### config.mk
export PLATFORM = sky130hd
export DESIGN_NAME = hash_rx_filter
export DESIGN_NICKNAME = d
export VERILOG_FILES = /design/src/rtl/hrf_pkg.sv /design/src/rtl/hrf_hash.sv /design/src/rtl/hrf_own_table.sv /design/src/rtl/hrf_bucket_counters.sv /design/src/rtl/hash_rx_filter.sv
export SDC_FILE = /design/constraint.sdc
export NUM_CORES = 1
export LEC_CHECK = 0
export BUFFER_PORTS_ARGS = -buffer_cell sky130_fd_sc_hd__buf_2
export CAP_MARGIN = 20
export CORE_MARGIN = 4
export CORE_UTILIZATION = 58
export CTS_BUF_LIST = sky130_fd_sc_hd__clkbuf_4 sky130_fd_sc_hd__clkbuf_8
export CTS_CLUSTER_SIZE = 12
export DETAILED_ROUTE_END_ITERATION = 16
export PLACE_DENSITY = 0.79
export SLEW_MARGIN = 20
export SYNTH_ARGS = -nofsm -noshare
export SYNTH_HDL_FRONTEND = slang
export SYNTH_SLANG_ARGS = --single-unit
### constraint.sdc
create_clock -name clk -period 3.6 [get_ports clk]
set_input_delay 1.08 -clock clk [delete_from_list [all_inputs] [get_ports clk]]
set_output_delay 1.08 -clock clk [all_outputs]
set_load 0.01 [all_outputs]
### src/rtl/hrf_pkg.sv
`timescale 1ns/1ps
// Shared definitions for the hash receive filter.
// Assumes: nothing beyond the standard language.
package hrf_pkg;
    // State of a mask update waiting to be installed
    typedef enum logic {
        MASK_IDLE = 1'b0,
        MASK_PEND = 1'b1
    } mask_state_e;
endpackage

### src/rtl/hrf_hash.sv
`timescale 1ns/1ps
// XOR-folds an address into a bucket number, one slice at a time.
// Assumes: ADDR_W is a whole multiple of BKT_W.
module hrf_hash #(
    parameter int ADDR_W = 32,
    parameter int BKT_W  = 4
) (
    input  logic [ADDR_W-1:0] addr,
    output logic [BKT_W-1:0]  bucket
);
    localparam int NSLICE = ADDR_W / BKT_W;

    logic [BKT_W-1:0] part [NSLICE];

    assign part[0] = addr[BKT_W-1:0];

    // Chain of partial XORs across the address slices
    for (genvar g = 1; g < NSLICE; g++) begin : g_fold
        assign part[g] = part[g-1] ^ addr[g*BKT_W +: BKT_W];
    end

    assign bucket = part[NSLICE-1];
endmodule

### src/rtl/hrf_own_table.sv
`timescale 1ns/1ps
// Holds the live bucket-ownership mask and a shadow copy.
// A written mask waits in the shadow and is copied to the live mask only
// in a cycle where the pipeline reports no request in flight.
// Assumes: busy is high whenever a request is being sampled or looked up.
module hrf_own_table #(
    parameter int NBKT = 16
) (
    input  logic            clk,
    input  logic            rst_n,
    input  logic            wr_en,
    input  logic [NBKT-1:0] wr_mask,
    input  logic            busy,
    output logic [NBKT-1:0] live,
    output logic            pend
);
    import hrf_pkg::*;

    mask_state_e     state;
    logic [NBKT-1:0] shadow;
    logic            commit;

    // A pending mask may be installed only when the pipeline is empty
    assign commit = (state == MASK_PEND) && !busy;
    assign pend   = (state == MASK_PEND);

    // Shadow capture, install and pending-state tracking
    always_ff @(posedge clk) begin
        if (!rst_n) begin
            live   <= '0;
            shadow <= '0;
            state  <= MASK_IDLE;
        end else begin
            if (commit)
                live <= shadow;
            if (wr_en) begin
                shadow <= wr_mask;
                state  <= MASK_PEND;
            end else if (commit) begin
                state  <= MASK_IDLE;
            end
        end
    end
endmodule

### src/rtl/hrf_bucket_counters.sv
`timescale 1ns/1ps
// One saturating accept counter per bucket, plus a read multiplexer.
// Assumes: at most one increment per cycle.
module hrf_bucket_counters #(
    parameter int NBKT  = 16,
    parameter int BKT_W = 4,
    parameter int CNT_W = 16
) (
    input  logic             clk,
    input  logic             rst_n,
    input  logic             inc_en,
    input  logic [BKT_W-1:0] inc_bkt,
    input  logic [BKT_W-1:0] rd_sel,
    output logic [CNT_W-1:0] rd_val
);
    localparam logic [CNT_W-1:0] CNT_MAX = '1;

    logic [CNT_W-1:0] cnt [NBKT];

    for (genvar b = 0; b < NBKT; b++) begin : g_cnt
        // Count accepted requests for bucket b, holding at the maximum
        always_ff @(posedge clk) begin
            if (!rst_n)
                cnt[b] <= '0;
            else if (inc_en && (inc_bkt == BKT_W'(b)) && (cnt[b] != CNT_MAX))
                cnt[b] <= cnt[b] + 1'b1;
        end
    end

    assign rd_val = cnt[rd_sel];
endmodule

### src/rtl/hash_rx_filter.sv
`timescale 1ns/1ps
// Per-node receive filter for hash-shared broadcast traffic.
// Stage 1 registers the folded bucket. Stage 2 looks up the live ownership
// mask, registers the decision and bumps the bucket counter.
// Assumes: one request per strobe, addresses ADDR_W bits wide.
module hash_rx_filter #(
    parameter int ADDR_W = 32,
    parameter int BKT_W  = 4,
    parameter int CNT_W  = 16
) (
    input  logic              clk,
    input  logic              rst_n,
    input  logic              req_valid,
    input  logic [ADDR_W-1:0] req_src,
    input  logic              own_wr,
    input  logic [(1<<BKT_W)-1:0] own_mask,
    input  logic [BKT_W-1:0]  cnt_sel,
    output logic [CNT_W-1:0]  cnt_val,
    output logic              dec_valid,
    output logic              dec_accept,
    output logic [BKT_W-1:0]  dec_bucket
);
    localparam int NBKT = 1 << BKT_W;

    logic [BKT_W-1:0] hash_bkt;
    logic             s1_valid;
    logic [BKT_W-1:0] s1_bkt;
    logic [NBKT-1:0]  tbl_live;
    logic             tbl_pend;
    logic             busy;
    logic             hit;

    hrf_hash #(.ADDR_W(ADDR_W), .BKT_W(BKT_W)) u_hash (
        .addr   (req_src),
        .bucket (hash_bkt)
    );

    assign busy = req_valid | s1_valid;

    hrf_own_table #(.NBKT(NBKT)) u_tbl (
        .clk     (clk),
        .rst_n   (rst_n),
        .wr_en   (own_wr),
        .wr_mask (own_mask),
        .busy    (busy),
        .live    (tbl_live),
        .pend    (tbl_pend)
    );

    assign hit = s1_valid & tbl_live[s1_bkt];

    // Stage 1: capture strobe and bucket
    always_ff @(posedge clk) begin
        if (!rst_n) begin
            s1_valid <= 1'b0;
            s1_bkt   <= '0;
        end else begin
            s1_valid <= req_valid;
            s1_bkt   <= hash_bkt;
        end
    end

    // Stage 2: register the decision
    always_ff @(posedge clk) begin
        if (!rst_n) begin
            dec_valid  <= 1'b0;
            dec_accept <= 1'b0;
            dec_bucket <= '0;
        end else begin
            dec_valid  <= s1_valid;
            dec_accept <= hit;
            dec_bucket <= s1_bkt;
        end
    end

    hrf_bucket_counters #(.NBKT(NBKT), .BKT_W(BKT_W), .CNT_W(CNT_W)) u_cnt (
        .clk     (clk),
        .rst_n   (rst_n),
        .inc_en  (hit),
        .inc_bkt (s1_bkt),
        .rd_sel  (cnt_sel),
        .rd_val  (cnt_val)
    );
endmodule

==> out/results.txt <==
Status - finished with violations
Failing checks - negative setup slack
Final setup margin - -0.0481 ns
Syn Area/Cell - 11.2 um^2
Per-cell routed wire length - 23.6 um
Detail Placement HPWL - 36200 um
RSZ-0062 raised after global routing - yes
Primary FF master, synth - edfxtp_1
Total GRT Usage - 0.297
Number of synthesized flops with an enable pin - 256
Initial core utilization - 0.587
DRC - 0
CP Max Fanout - 4
First DRT Iteration DRCs - 1764
R2R cell count - 7
Die Wd - 181 um
Worst Hold Depth - 2
Slew HR - 0.514
Routed Antenna Nets - 0
Post-Syn Nets - 1622
Mapped Cells - 1550
Clock insertion delay at the later pin of the skew report - 0.58 ns
Comb pwr share - 0.118
Area of the multi-input gates - 8250 um^2
Total grt overflow - 0
Yosys top cell area share - 0.443
Crit Path Class - input pin to output pin
Maximum root-to-sink buffer count - 3
CP Data Required Time - 2.52 ns
Min Clock Period, post-route - 3.65 ns
Cell area after synthesis - 17300 um^2
Sw frac - 0.264
Detailed-router iteration count before antenna repair - 8
Total CTS buffers - 51
Final Skew - 0.0336 ns
Die H - 181 um
Clock sink count - 300
Worst Setup End Kind - output pin
Sequential Power Share - 0.497
Power Total - 8.46 mW
HP Class - register to register
Syn. warnings - 0
TritonCTS clock tree - yes
Asr flop ratio synth - 0
Largest net degree at the start of global routing - 50
Synth area leaders - edfxtp_1 (44%), mux4_2 (11%), xnor2_1 (7.1%)
Antenna violations before repair - 2
Reg-to-reg critical path startpoint - s1_bkt[1]
Reg-to-reg slack, setup - 0.66 ns
Net load switching power - 2.23 mW
Die area - 32700 um^2
Ant diodes - 0
Layout cells sized above 1 - 0.198
Final Cycle Share - 1.01
Leak - 6.66 nW
Nets@finish - 1737
Max Cap Violations - 0
CTS H-tree lvls - 2
PwrDens - 430 nW/um^2
P_int - 6.23 mW
Hold path start - u_tbl.shadow[7]
Gp weighted congestion - 1.13
Max frequency - 274 MHz
CTS root buffer - clkbuf_8
Max-slew violation count - 0
Synth top cells by count - nor2_1 (265), edfxtp_1 (256), xnor2_1 (141)
Critical path arrival - 2.57 ns
Final setup fails - 12
Critical path origin - cnt_sel[1]
IO Port Bufs - 77
Register area share after synthesis - 0.494
Max VDD drop - 0.000271 V
Vias in the first global route - 13000
Startpoint type of the worst setup path - input pin
Slew @ Worst Pin - 0.727 ns
Setup_tns - -0.320 ns
Clk pwr share - 0.385
First-pass GRT wire length - 75600 um
Site Rows - 63
Layout area overhead - 13.6%
Routed via count - 13400
Place WS - -0.145 ns
Drt total wl - 49400 um
FF/Latch Area - 8570 um^2
Util after Layout - 0.666
Fillers - 2187
Ports - 78
Clk slew on worst S/H paths - 0.06 ns
Core area - 29600 um^2
Area leader, netlist - edfxtp_1
Synth Register Bits - 300
Synth cell types - 48
Most frequent cell after synthesis - nor2_1
Post-DR vias/cell - 6.37
Final hold vios - 0
==> logic make-up (layout without fill, tap and decap cells) <==
group           after synthesis  after routing  synth area share
simple gates                730            730             0.200
flops                       300            300             0.494
mux                         104            104             0.121
buf+inv                     102            258            0.0298
xor+xnor                    252            252             0.127
compound gates               46             46            0.0164
fa+ha+maj                    16             16            0.0115
==> layout by cell type (no fill, tap or decap), types with 4 or more instances in the layout <==
cell type	netlist	final
nor3_1	92	92
nor2b_1	6	6
clkinv_1	0	4
clkbuf_4	0	25
xor2_1	111	111
nor4_1	7	7
inv_1	33	33
buf_6	9	16
a21oi_1	17	17
xnor2_1	141	141
buf_8	1	4
and3_1	29	29
nor2_2	10	10
nand3_1	102	102
buf_16	0	8
or2_2	10	10
buf_2	29	61
ha_1	16	16
buf_12	0	5
mux4_2	84	84
mux2i_1	20	20
nor2_1	265	265
and4_1	17	17
edfxtp_1	256	256
buf_4	4	33
clkinv_2	0	4
and2_1	10	10
clkbuf_8	0	56
dfxtp_1	44	44
o21ai_1	0	13
a31o_2	4	4
nand2_1	124	124
nand4_1	42	42
==> final cells by class <==
cell class                 count  area share
inverter                      35     0.00667
clock inverter                13     0.00648
tap                          390      0.0248
clock buffer                  81      0.0487
multi-input combinational   1148       0.419
timing repair buffer         129      0.0591
sequential                   300       0.435
==> path summary, 6_finish.rpt <==
check,endpoint
min reg2reg,u_tbl.live[7]
max reg2reg,u_cnt.cnt[10][13]
max,cnt_val[15]
min,u_tbl.live[7]
==> metal layers <==
| metal | wire length (um) | GRT usage | up-vias |
|---|---|---|---|
| li1 | - | - | 5840 |
| met1 | 17900 | 0.383 | 6396 |
| met2 | 21700 | 0.451 | 905 |
| met3 | 6140 | 0.0898 | 213 |
| met4 | 3680 | 0.164 | 4 |
| met5 | 23 | 0 | - |
==> flip-flops by register name, summed over array words and instances (netlist names) <==
register,flops
s1_bkt,4
dec_valid,1
dec_accept,1
u_tbl.shadow,16
s1_valid,1
u_tbl.pend,1
dec_bucket,4
u_cnt.cnt,256
u_tbl.live,16
==> worst max-delay path: stages <==
cell and delay [ns]:
buf_12 0.12, buf_8 0.12, mux4_2 0.52, mux4_2 0.56
buf_6 0.16
==> power by group through the flow <==
stage / logic [mW] / registers [mW] / clock network (mW)
floorplan: 0.674 / 4.11 / 0
global placement: 0.883 / 4.26 / 0
detailed placement: 0.908 / 4.26 / 0
CTS: 0.965 / 4.19 / 3.29
global route: 1.06 / 4.21 / 3.48
finish: 1.00 / 4.20 / 3.26
==> through the flow <==
stage | cell area [um^2] | cells | hold WS [ns]
3_3_place_gp | 18200 | 1992 | 0.442
3_5_place_dp | 18200 | 1992 | 0.448
4_1_cts | 19600 | 2093 | 0.456
2_1_floorplan | 17400 | 1550 | 0.431
6_report | 19700 | 2096 | 0.450
5_1_grt | 19700 | 2096 | 0.474
==> what timing repair did <==
item | CTS | global route
setup buffers | 1 | 1
endpoints found under the setup margin | 16 | 16
gates resized for setup | 32 | 8
cloned | 6 | 2
pin swaps | 0 | 0
hold buffers | 0 | 0
No activity file was read; power rests on OpenSTA's default activity.
